**src/rtl/gsc_pkg.sv**
```systemverilog
package gsc_pkg;

  // Edge events seen on the sampled shift clock.
  typedef struct packed {
    logic rise;
    logic fall;
  } sclk_edge_t;

  // Even-numbered codes live in bank 0, odd-numbered codes in bank 1.
  function automatic int bank_of(input int code_idx);
    return code_idx % 2;
  endfunction

  // The oldest code of a bank sits in its last stage.
  function automatic int stage_of(input int code_idx, input int stages);
    return stages - 1 - (code_idx / 2);
  endfunction

endpackage

```
**src/rtl/gsc_token_ctl.sv**
```systemverilog
module gsc_token_ctl #(
  parameter int CH = 32
) (
  input  logic clk,
  input  logic rst_n,
  input  logic sclk_i,
  input  logic tok_in_i,
  output logic take_even_o,
  output logic take_odd_o,
  output logic tok_pend_o
);
  import gsc_pkg::*;

  localparam int IDX_W = $clog2(CH);
  localparam logic [IDX_W-1:0] LAST_IDX = IDX_W'(CH - 1);

  logic             sclk_q;
  logic             busy_q;
  logic [IDX_W-1:0] idx_q;
  sclk_edge_t       edge_s;

  assign edge_s.rise = sclk_i & ~sclk_q;
  assign edge_s.fall = ~sclk_i & sclk_q;

  // A rising edge takes a code when a row is running or a token opens one.
  assign take_even_o = edge_s.rise & (busy_q | tok_in_i);
  assign take_odd_o  = edge_s.fall & busy_q;

  always_ff @(posedge clk or negedge rst_n) begin
    if (!rst_n) begin
      sclk_q     <= 1'b0;
      busy_q     <= 1'b0;
      idx_q      <= '0;
      tok_pend_o <= 1'b0;
    end else begin
      sclk_q <= sclk_i;
      if (edge_s.rise) begin
        tok_pend_o <= 1'b0;
      end
      if (take_even_o) begin
        busy_q <= 1'b1;
        idx_q  <= idx_q + 1'b1;
      end
      if (take_odd_o) begin
        if (idx_q == LAST_IDX) begin
          busy_q     <= 1'b0;
          idx_q      <= '0;
          tok_pend_o <= 1'b1;
        end else begin
          idx_q <= idx_q + 1'b1;
        end
      end
    end
  end

endmodule

```
**src/rtl/gsc_shift_bank.sv**
```systemverilog
module gsc_shift_bank #(
  parameter int STAGES = 16,
  parameter int W      = 7
) (
  input  logic                       clk,
  input  logic                       rst_n,
  input  logic                       en_i,
  input  logic [W-1:0]               din_i,
  output logic [STAGES-1:0][W-1:0]   stage_o
);

  always_ff @(posedge clk or negedge rst_n) begin
    if (!rst_n) begin
      stage_o <= '0;
    end else if (en_i) begin
      stage_o[0] <= din_i;
      for (int s = 1; s < STAGES; s++) begin
        stage_o[s] <= stage_o[s-1];
      end
    end
  end

endmodule

```
**src/rtl/gsc_level_ctr.sv**
```systemverilog
module gsc_level_ctr #(
  parameter int W        = 7,
  parameter int STEP_DIV = 4
) (
  input  logic         clk,
  input  logic         rst_n,
  input  logic         start_i,
  output logic [W-1:0] level_o
);

  localparam int PW = (STEP_DIV > 1) ? $clog2(STEP_DIV) : 1;
  localparam logic [PW-1:0] PRE_LAST  = PW'(STEP_DIV - 1);
  localparam logic [W-1:0]  LEVEL_TOP = '1;

  logic [PW-1:0] pre_q;

  always_ff @(posedge clk or negedge rst_n) begin
    if (!rst_n) begin
      pre_q   <= '0;
      level_o <= '0;
    end else if (start_i) begin
      pre_q   <= '0;
      level_o <= '0;
    end else if (pre_q == PRE_LAST) begin
      pre_q <= '0;
      if (level_o != LEVEL_TOP) begin
        level_o <= level_o + 1'b1;
      end
    end else begin
      pre_q <= pre_q + 1'b1;
    end
  end

endmodule

```
**src/rtl/gsc_channel.sv**
```systemverilog
module gsc_channel #(
  parameter int W = 7
) (
  input  logic         clk,
  input  logic         rst_n,
  input  logic         load_i,
  input  logic [W-1:0] code_i,
  input  logic         start_i,
  input  logic [W-1:0] level_i,
  output logic         track_o
);

  logic [W-1:0] code_q;

  always_ff @(posedge clk or negedge rst_n) begin
    if (!rst_n) begin
      code_q  <= '0;
      track_o <= 1'b0;
    end else begin
      if (load_i) begin
        code_q <= code_i;
      end
      if (start_i) begin
        track_o <= (code_q != '0);
      end else if (level_i == code_q) begin
        track_o <= 1'b0;
      end
    end
  end

endmodule

```
**src/rtl/gs_column_core.sv**
```systemverilog
module gs_column_core #(
  parameter int CH       = 32,
  parameter int W        = 7,
  parameter int STEP_DIV = 4
) (
  input  logic          clk,
  input  logic          rst_n,
  input  logic          sclk_i,
  input  logic [W-1:0]  pix_i,
  input  logic          dir_i,
  input  logic          tok_l_i,
  input  logic          tok_r_i,
  output logic          tok_l_o,
  output logic          tok_r_o,
  input  logic          load_i,
  input  logic          ramp_start_i,
  output logic [W-1:0]  level_o,
  output logic [CH-1:0] track_o
);
  import gsc_pkg::*;

  localparam int NBANK  = 2;
  localparam int STAGES = CH / NBANK;

  logic tok_in;
  logic take_even;
  logic take_odd;
  logic tok_pend;

  // Direction picks which pin carries the incoming token.
  assign tok_in  = dir_i ? tok_l_i : tok_r_i;
  assign tok_r_o = dir_i & tok_pend;
  assign tok_l_o = ~dir_i & tok_pend;

  gsc_token_ctl #(.CH(CH)) u_tok (
    .clk         (clk),
    .rst_n       (rst_n),
    .sclk_i      (sclk_i),
    .tok_in_i    (tok_in),
    .take_even_o (take_even),
    .take_odd_o  (take_odd),
    .tok_pend_o  (tok_pend)
  );

  logic [STAGES-1:0][W-1:0] bank_q [NBANK];

  for (genvar b = 0; b < NBANK; b++) begin : g_bank
    gsc_shift_bank #(.STAGES(STAGES), .W(W)) u_bank (
      .clk     (clk),
      .rst_n   (rst_n),
      .en_i    ((b == 0) ? take_even : take_odd),
      .din_i   (pix_i),
      .stage_o (bank_q[b])
    );
  end

  gsc_level_ctr #(.W(W), .STEP_DIV(STEP_DIV)) u_lvl (
    .clk     (clk),
    .rst_n   (rst_n),
    .start_i (ramp_start_i),
    .level_o (level_o)
  );

  for (genvar ch = 0; ch < CH; ch++) begin : g_chan
    localparam int N_UP = ch;
    localparam int N_DN = CH - 1 - ch;
    logic [W-1:0] code_sel;

    assign code_sel = dir_i ? bank_q[bank_of(N_UP)][stage_of(N_UP, STAGES)]
                            : bank_q[bank_of(N_DN)][stage_of(N_DN, STAGES)];

    gsc_channel #(.W(W)) u_ch (
      .clk     (clk),
      .rst_n   (rst_n),
      .load_i  (load_i),
      .code_i  (code_sel),
      .start_i (ramp_start_i),
      .level_i (level_o),
      .track_o (track_o[ch])
    );
  end

endmodule

```
**config.mk**
```make
export PLATFORM = sky130hd
export DESIGN_NAME = gs_column_core
export DESIGN_NICKNAME = d
export VERILOG_FILES = /design/src/rtl/gsc_pkg.sv /design/src/rtl/gsc_token_ctl.sv /design/src/rtl/gsc_shift_bank.sv /design/src/rtl/gsc_level_ctr.sv /design/src/rtl/gsc_channel.sv /design/src/rtl/gs_column_core.sv
export SDC_FILE = /design/constraint.sdc
export NUM_CORES = 1
export LEC_CHECK = 0
export BUFFER_PORTS_ARGS = -buffer_cell sky130_fd_sc_hd__buf_2
export CORE_MARGIN = 1.5
export CORE_UTILIZATION = 56
export DETAILED_ROUTE_END_ITERATION = 8
export GPL_ROUTABILITY_DRIVEN = 0
export PLACE_DENSITY_LB_ADDON = 0.3
export SLEW_MARGIN = 30
export SYNTH_ARGS = -nofsm -noshare
export SYNTH_HDL_FRONTEND = slang
export SYNTH_SLANG_ARGS = --single-unit
```
**constraint.sdc**
```tcl
create_clock -name clk -period 2.5 [get_ports clk]
set_clock_uncertainty 0.15 [all_clocks]
set_input_delay 0.5 -clock clk [delete_from_list [all_inputs] [get_ports clk]]
set_output_delay 0.5 -clock clk [all_outputs]
set_load 0.1 [all_outputs]
```
==> results.txt, run 1 <==
Clock tree from TritonCTS -> yes
Die Outline Area -> 0.04348 mm2
Cell row count -> 75
Top-Level Pins -> 56
Synthesis-to-layout area growth -> 10.76%
Normalized max-slew margin -> 39.93%
Final count of negative-setup-slack endpoints -> 0
Static Leakage -> 12.45 nW
Fmax -> 408.1 MHz
Number of clock sinks -> 497
Top-area cell type share of the netlist area -> 52.58%
Final count of pins violating max slew -> 0
CTS root buffer -> sky130_fd_sc_hd__clkbuf_16
Share of total power consumed by net switching -> 33.14%
Startpoint kind of the worst setup timing path -> register
Critical path cell sequence -> buf_2
Total via count after detailed routing -> 16680
Vias in the first global route -> 16920
Number of buffers and inverters on the critical path -> 1
Maximum number of pins on one net before global-route repair -> 108
Nets in the synthesized netlist -> 2279
Via-to-Cell Ratio -> 5.904
Global routing usage summed across all routing layers -> 27.86%
Power per cell area -> 967.9 mW/mm2
Height of the chip -> 208.5 um
DRC violations left -> 0
Number of violations of the max-capacitance limit -> 0
TritonRoute pass-1 iters -> 5
Clock-pin slew reported for the worst setup and hold paths after clock tree synthesis -> 60 ps
Kind of critical path -> register to output port
Relative contribution of sequential cells to total power -> 50.0%
Placed Instances -> 2728
Antenna-violating nets left -> 0
Number of antenna violations at the first check in global routing -> 1
Register area share after synthesis -> 52.58%
Cell internal pwr -> 0.01696 W
Placeable Area -> 0.04185 mm2
Remaining Overflow, GRT -> 0
Cell type contributing the most total cell area after synthesis -> sky130_fd_sc_hd__dfrtp_1
Final hold violation count -> 0
Cell type group with the largest total delay on the critical path -> flip-flops
Total of buffers placed on input and output ports -> 55
Post-Place Cell Area -> 0.02449 mm2
Post-synthesis register bit count -> 497
Post-synthesis instance area -> 0.02365 mm2
Kind of end point of the critical path -> output port
Clock Latency Late Sink -> 590 ps
Switching component of the power -> 0.008402 W
CP max stage delay -> 680 ps
Clock share of power -> 29.9%
Accumulated negative setup slack -> 0 ps
Number of DRC markers after the initial detailed-route iteration -> 1298
Required @ worst endpoint -> 1850 ps
Time the worst path needs with I/O delays and setup -> 2451 ps
Final Cell Area -> 0.02620 mm2
Routed wire length per instance -> 20.92 um
Number of antenna cells inserted -> 0
HPWL after detailed placement -> 38720 um
Worst setup slack for register-to-register paths -> 410 ps
Fraction of final layout cells sized beyond drive strength 1 -> 11.02%
Maximum count of clock buffers along a single path -> 3
Synth warn -> 0
Worst Max-Slew Pin Slew -> 901.1 ps
H-tree depth -> 2
Post-synthesis instance total -> 2260
Number of nets in the final layout -> 2266
CP Max Fanout -> 14
Cell with the biggest individual delay on the critical path -> sky130_fd_sc_hd__dfrtp_2
Post-route non-filler standard cell count -> 2825
Count of distinct cell types in the synthesized netlist -> 35
First-pass GRT wire length -> 95570 um
Syn_area_per_cell -> 10.47 um2
Tightest Hold Check Type -> primary input to register
Top cells by area, synth -> sky130_fd_sc_hd__dfrtp_1, sky130_fd_sc_hd__mux2i_1, sky130_fd_sc_hd__nand2_1
TritonCTS buffer count -> 51
CP Data Arrival Time -> 1800 ps
Initial core utilization -> 56.51%
Result of the run -> completed
Unrepaired setup endpoints after global routing -> no
Post-CTS setup buffers -> 0
Horizontal die dimension -> 208.5 um
Maximum vdd drop -> 0.0005072 V
Ratio of final minimum period to clock period -> 98.03%
Total length of routed wires -> 59090 um
Combinational Power Share -> 20.1%
==> Yosys cell counts (all sizes together) <==
cell type,number
nand2b,2
nor2b,3
a21oi,228
nor3,3
or4,32
nor2,231
nand4,34
ha,4
and3b,1
o41ai,64
nand2,362
o21ai,36
nand3b,1
xor2,97
a22oi,1
and2,1
and3,3
xnor2,130
mux2,108
a211oi,2
o21a,2
nand3,5
a41oi,1
clkbuf,72
dfrtp,497
buf,111
mux2i,227
a31oi,1
inv,1
==> metal layers <==
metal  track usage (%)  vias to the layer above  routed length (um)
met1             39.64                     8442               26560
met3             4.619                      112                3550
met5                 0                        -                  13
met2             43.87                      448               27380
met4             8.784                        2                1582
li1                  -                     7676                   -
==> sequential cells by signal (all words and copies together), names as in the netlist <==
name and count:
u_tok.sclk_q 1, g_chan.u_ch.code_q 224, u_lvl.level_o 7, g_chan.u_ch.track_o 32, g_bank.u_bank.stage_o 224, u_tok.idx_q 5
u_lvl.pre_q 2, u_tok.busy_q 1, u_tok.tok_pend_o 1
==> power groups by stage <==
stage / logic, W / clock network (W) / registers, W
after global placement: 0.00485 / 0 / 0.0127
after global routing: 0.00567 / 0.00800 / 0.0130
after CTS: 0.00514 / 0.00769 / 0.0127
after floorplan: 0.00413 / 0 / 0.0118
final: 0.00510 / 0.00758 / 0.0127
after detailed placement: 0.00508 / 0 / 0.0128
==> layout make-up <==
type	instances	area [um2]
Timing Repair Buffer	117	1139
Multi-Input combinational cell	1579	10280
Inverter	1	3.754
Clock inverter	15	167.7
Sequential cell	497	12450
Tap cell	539	674.4
Fill cell	3336	15660
Clock buffer	77	1485
==> worst min-delay path, stage by stage <==
cell                      delay [ps]
sky130_fd_sc_hd__buf_2           130
sky130_fd_sc_hd__nand2_1          50
sky130_fd_sc_hd__nand2_1          50
==> cell usage in the layout, fill, tap and decap left out, types with 7 or more instances in the layout <==
| cell type | netlist | layout |
|---|---|---|
| sky130_fd_sc_hd__mux2_1 | 56 | 56 |
| sky130_fd_sc_hd__or4_1 | 32 | 32 |
| sky130_fd_sc_hd__xnor2_1 | 130 | 130 |
| sky130_fd_sc_hd__xor2_1 | 97 | 97 |
| sky130_fd_sc_hd__clkbuf_1 | 72 | 16 |
| sky130_fd_sc_hd__a21oi_1 | 228 | 228 |
| sky130_fd_sc_hd__buf_2 | 65 | 50 |
| sky130_fd_sc_hd__o41ai_1 | 64 | 64 |
| sky130_fd_sc_hd__dfrtp_1 | 497 | 490 |
| sky130_fd_sc_hd__o21ai_0 | 35 | 35 |
| sky130_fd_sc_hd__clkbuf_16 | 0 | 52 |
| sky130_fd_sc_hd__dfrtp_2 | 0 | 7 |
| sky130_fd_sc_hd__mux2_2 | 51 | 51 |
| sky130_fd_sc_hd__nor2_1 | 231 | 231 |
| sky130_fd_sc_hd__clkinv_2 | 0 | 9 |
| sky130_fd_sc_hd__buf_4 | 37 | 30 |
| sky130_fd_sc_hd__nand2_1 | 362 | 362 |
| sky130_fd_sc_hd__mux2i_1 | 227 | 227 |
| sky130_fd_sc_hd__buf_12 | 0 | 28 |
| sky130_fd_sc_hd__clkbuf_8 | 0 | 9 |
| sky130_fd_sc_hd__nand4_1 | 34 | 34 |
==> cells by family after synthesis <==
group	after synthesis	synth area share [%]
adders and majority gates	4	0.2116
muxes	335	14.76
and+or+nand+nor	678	11.80
buffers and inverters	184	4.041
DFF	497	52.58
xor gates and xnor gates	227	8.406
AOI/OAI and AO/OA	335	8.194
==> through the flow <==
stage	util, %	hold slack (ps)	setup WS [ps]	power, W
detailed placement	58.51	273.1	315.3	0.01785
CTS	62.59	7.845	17.50	0.02548
global route	62.59	24.66	4.966	0.02665
floorplan	-	54.41	-8.435	0.01592
global placement	58.51	269.4	340.0	0.01752
finish	62.59	27.68	49.37	0.02536
==> final timing paths <==
check,from,to,depth (start not counted)
setup / recovery,u_lvl.level_o[6],level_o[6],1
setup reg to reg,u_lvl.level_o[2],g_chan[17].u_ch.track_o,5
min in group asynchronous,rst_n,g_chan[1].u_ch.track_o,2
max in group asynchronous,rst_n,u_lvl.level_o[0],3
hold reg to reg,u_lvl.pre_q[0],u_lvl.pre_q[0],1
hold / removal,pix_i[4],g_bank[1].u_bank.stage_o[4],3
==> repair_timing <==
| action | CTS | global route |
|---|---|---|
| hold buffers | 5 | 0 |
| endpoints found under the setup margin | 1 | 1 |
| cloned | 0 | 0 |
| gates resized for setup | 1 | 1 |
| hold endpoints to repair | 38 | 0 |
No activity file was read; power rests on OpenSTA's default activity.
==> run 2: changes to the inputs <==
--- a/config.mk
+++ b/config.mk
@@ -6,11 +6,11 @@
 export NUM_CORES = 1
 export LEC_CHECK = 0
 export BUFFER_PORTS_ARGS = -buffer_cell sky130_fd_sc_hd__buf_2
-export CORE_MARGIN = 1.5
 export CORE_UTILIZATION = 56
 export DETAILED_ROUTE_END_ITERATION = 8
 export GPL_ROUTABILITY_DRIVEN = 0
 export PLACE_DENSITY_LB_ADDON = 0.3
+export REMOVE_ABC_BUFFERS = 1
 export SLEW_MARGIN = 30
 export SYNTH_ARGS = -nofsm -noshare
 export SYNTH_HDL_FRONTEND = slang
==> run 2 against run 1 <==
Against the previous run: sequential power about the same; largest cell class unchanged; sequential share of layout area down 0.12 points; hold slack better by 18 ps; combinational power about the same; largest power group unchanged; via count up 1.1%.
==> results.txt, run 2 (synthesis results as in run 1) <==
Result of the run -> completed
Worst Hold Endpoint -> g_bank[1].u_bank.stage_o[0]
Reg2Reg Launch Point -> u_lvl.level_o[0]
Final count of negative-setup-slack endpoints -> 0 (unchanged)
Number of nets in the final layout -> 2276 (+0.44%)
TritonRoute pass-1 iters -> 7 (+2)
Total via count after detailed routing -> 16860 (+1.1%)
Area taken by multi-input logic gates -> 0.01028 mm2 (about the same)
Worst Max-Slew Pin Slew -> 735.0 ps (-166.1 ps)
Remaining Overflow, GRT -> 0 (unchanged)
CP Max Fanout -> 13 (-1)
Number of DRC markers after the initial detailed-route iteration -> 1349 (+3.9%)
Leading cell type in the layout, fill and taps excluded -> sky130_fd_sc_hd__dfrtp_1
Top-Level Pins -> 56 (unchanged)
Accumulated negative setup slack -> 0 ps (unchanged)
Reg-to-reg critical path endpoint -> g_chan[5].u_ch.track_o
Cell with the biggest individual delay on the critical path -> sky130_fd_sc_hd__dfrtp_2
Min-delay src -> pix_i[0]
Number of antenna cells inserted -> 0 (unchanged)
Kind of end point of the critical path -> output port
Routed wire length per instance -> 20.99 um (+0.36%)
Maximum number of pins on one net before global-route repair -> 91 (-16%)
Clock tree from TritonCTS -> yes
Final hold violation count -> 0 (unchanged)
Die Outline Area -> 0.04306 mm2 (-0.96%)
Post-CTS setup buffers -> 0 (unchanged)
Number of cells on the worst hold path -> 3 (unchanged)
Static Leakage -> 12.48 nW (+0.25%)
Number of clock sinks -> 497 (unchanged)
Clock Latency Late Sink -> 590 ps (about the same)
Number of antenna violations at the first check in global routing -> 0 (-1)
Final count of pins violating max slew -> 0 (unchanged)
DRC violations left -> 0 (unchanged)
H-tree depth -> 2 (unchanged)
Kind of critical path -> register to output port
Normalized max-slew margin -> 51.00% (+11 points)
Fraction of final layout cells sized beyond drive strength 1 -> 11.28% (+0.25 points)
Ratio of final minimum period to clock period -> 97.27% (-0.75 points)
Maximum vdd drop -> 0.0006523 V (+29%)
Maximum count of clock buffers along a single path -> 3 (unchanged)
Power per cell area -> 973.4 mW/mm2 (+0.57%)
Number of buffers and inverters on the critical path -> 1 (unchanged)
First-pass GRT wire length -> 96140 um (+0.59%)
Critical path cell sequence -> buf_2
HPWL after detailed placement -> 37810 um (-2.4%)
Synthesis-to-layout area growth -> 11.05%
Filler cell count -> 3211 (-3.7%)
Startpoint kind of the worst setup timing path -> register
Worst setup slack for register-to-register paths -> 430 ps (+20 ps)
Number of gates resized after cts -> 0 (-1)
Fmax -> 411.2 MHz (+0.77%)
Height of the chip -> 207.5 um (-0.48%)
Total of buffers placed on input and output ports -> 55 (unchanged)
Required @ worst endpoint -> 1850 ps (about the same)
Crit. path cell count -> 1 (unchanged)
Global routing usage summed across all routing layers -> 28.07% (+0.22 points)
Most frequent cells in the layout -> sky130_fd_sc_hd__dfrtp_1, sky130_fd_sc_hd__nand2_1, sky130_fd_sc_hd__nor2_1
TritonCTS buffer count -> 52 (+2.0%)
Cell row count -> 74 (-1.3%)
Initial core utilization -> 57.41% (+0.89 points)
CP max stage delay -> 670 ps (about the same)
Time the worst path needs with I/O delays and setup -> 2432 ps (-18.84 ps)
Clock-pin slew reported for the worst setup and hold paths after clock tree synthesis -> 60 ps (about the same)
Horizontal die dimension -> 207.5 um (-0.48%)
Worst r2r path cells -> 5 (unchanged)
Vias in the first global route -> 17330 (+2.4%)
Worst Hold Margin -> 45.69 ps (+18.01 ps)
Unrepaired setup endpoints after global routing -> no
Total length of routed wires -> 59380 um (+0.50%)
CP Data Arrival Time -> 1780 ps (-20 ps)
CTS root buffer -> sky130_fd_sc_hd__clkbuf_16
Tightest Hold Check Type -> primary input to register
Register Area -> 0.01245 mm2 (unchanged)
Largest registers ranked by flip-flop count -> g_bank.u_bank.stage_o: 224 flops, g_chan.u_ch.code_q: 224 flops, g_chan.u_ch.track_o: 32 flops
Via-to-Cell Ratio -> 5.961 (+0.95%)
Antenna-violating nets left -> 0 (unchanged)
Cell type group with the largest total delay on the critical path -> flip-flops
Number of violations of the max-capacitance limit -> 0 (unchanged)
Placeable Area -> 0.04120 mm2 (-1.6%)
run 2: cell type report:
| type | instances | share of cell area, % |
|---|---|---|
| sequential | 497 | 47.38 |
| multi-input combinational | 1579 | 39.13 |
| clock buffer | 76 | 5.645 |
| timing repair buffer | 126 | 4.506 |
| tap | 532 | 2.534 |
| clock inverter | 18 | 0.7813 |
| inverter | 1 | 0.01429 |
run 2: power by group:
group / switching [W] / leakage (nW) / internal (W) / total, W
clock: 0.00324 / 0.823 / 0.00452 / 0.00776
combinational: 0.00270 / 5.45 / 0.00238 / 0.00508
sequential: 0.00256 / 6.20 / 0.0102 / 0.0127
total: 0.00849 / 12.5 / 0.0171 / 0.0256
run 2: per-stage QoR:
stage	setup WS [ps]	total power, W	utilization (%)	cells	area (um2)
after detailed placement	272.6	0.01786	59.48	2728	24510
after global placement	304.3	0.01753	59.48	2728	24510
final	68.22	0.02557	63.75	2829	26270
after CTS	72.02	0.02568	63.75	2829	26270
after floorplan	-1161	0.01562	-	2077	22700
after global routing	61.45	0.02683	63.75	2829	26270
run 2: how the worst max path moves through the flow:
stage / start / endpoint / slack (ps)
after detailed placement: dir_i / g_bank[0].u_bank.stage_o[75] / 270
final: u_lvl.level_o[0] / level_o[0] / 70
after floorplan: sclk_i / u_tok.idx_q[1] / -1160
after global placement: dir_i / g_bank[0].u_bank.stage_o[77] / 300
after CTS: u_lvl.level_o[0] / level_o[0] / 70
after global routing: u_lvl.level_o[0] / level_o[0] / 60
run 2: routing by layer:
metal / global-route usage (%) / up-vias / part of all wire, %
met5: 0 / - / 0
met4: 9.856 / 0 / 2.8
met3: 3.495 / 136 / 5.2
met2: 45.72 / 488 / 48
met1: 38.96 / 8558 / 44
li1: - / 7681 / -
run 2: repair_timing:
action,in CTS,in global routing
setup endpoints to repair,0,0
endpoints found under the hold margin,46,0
hold buffers,7,0
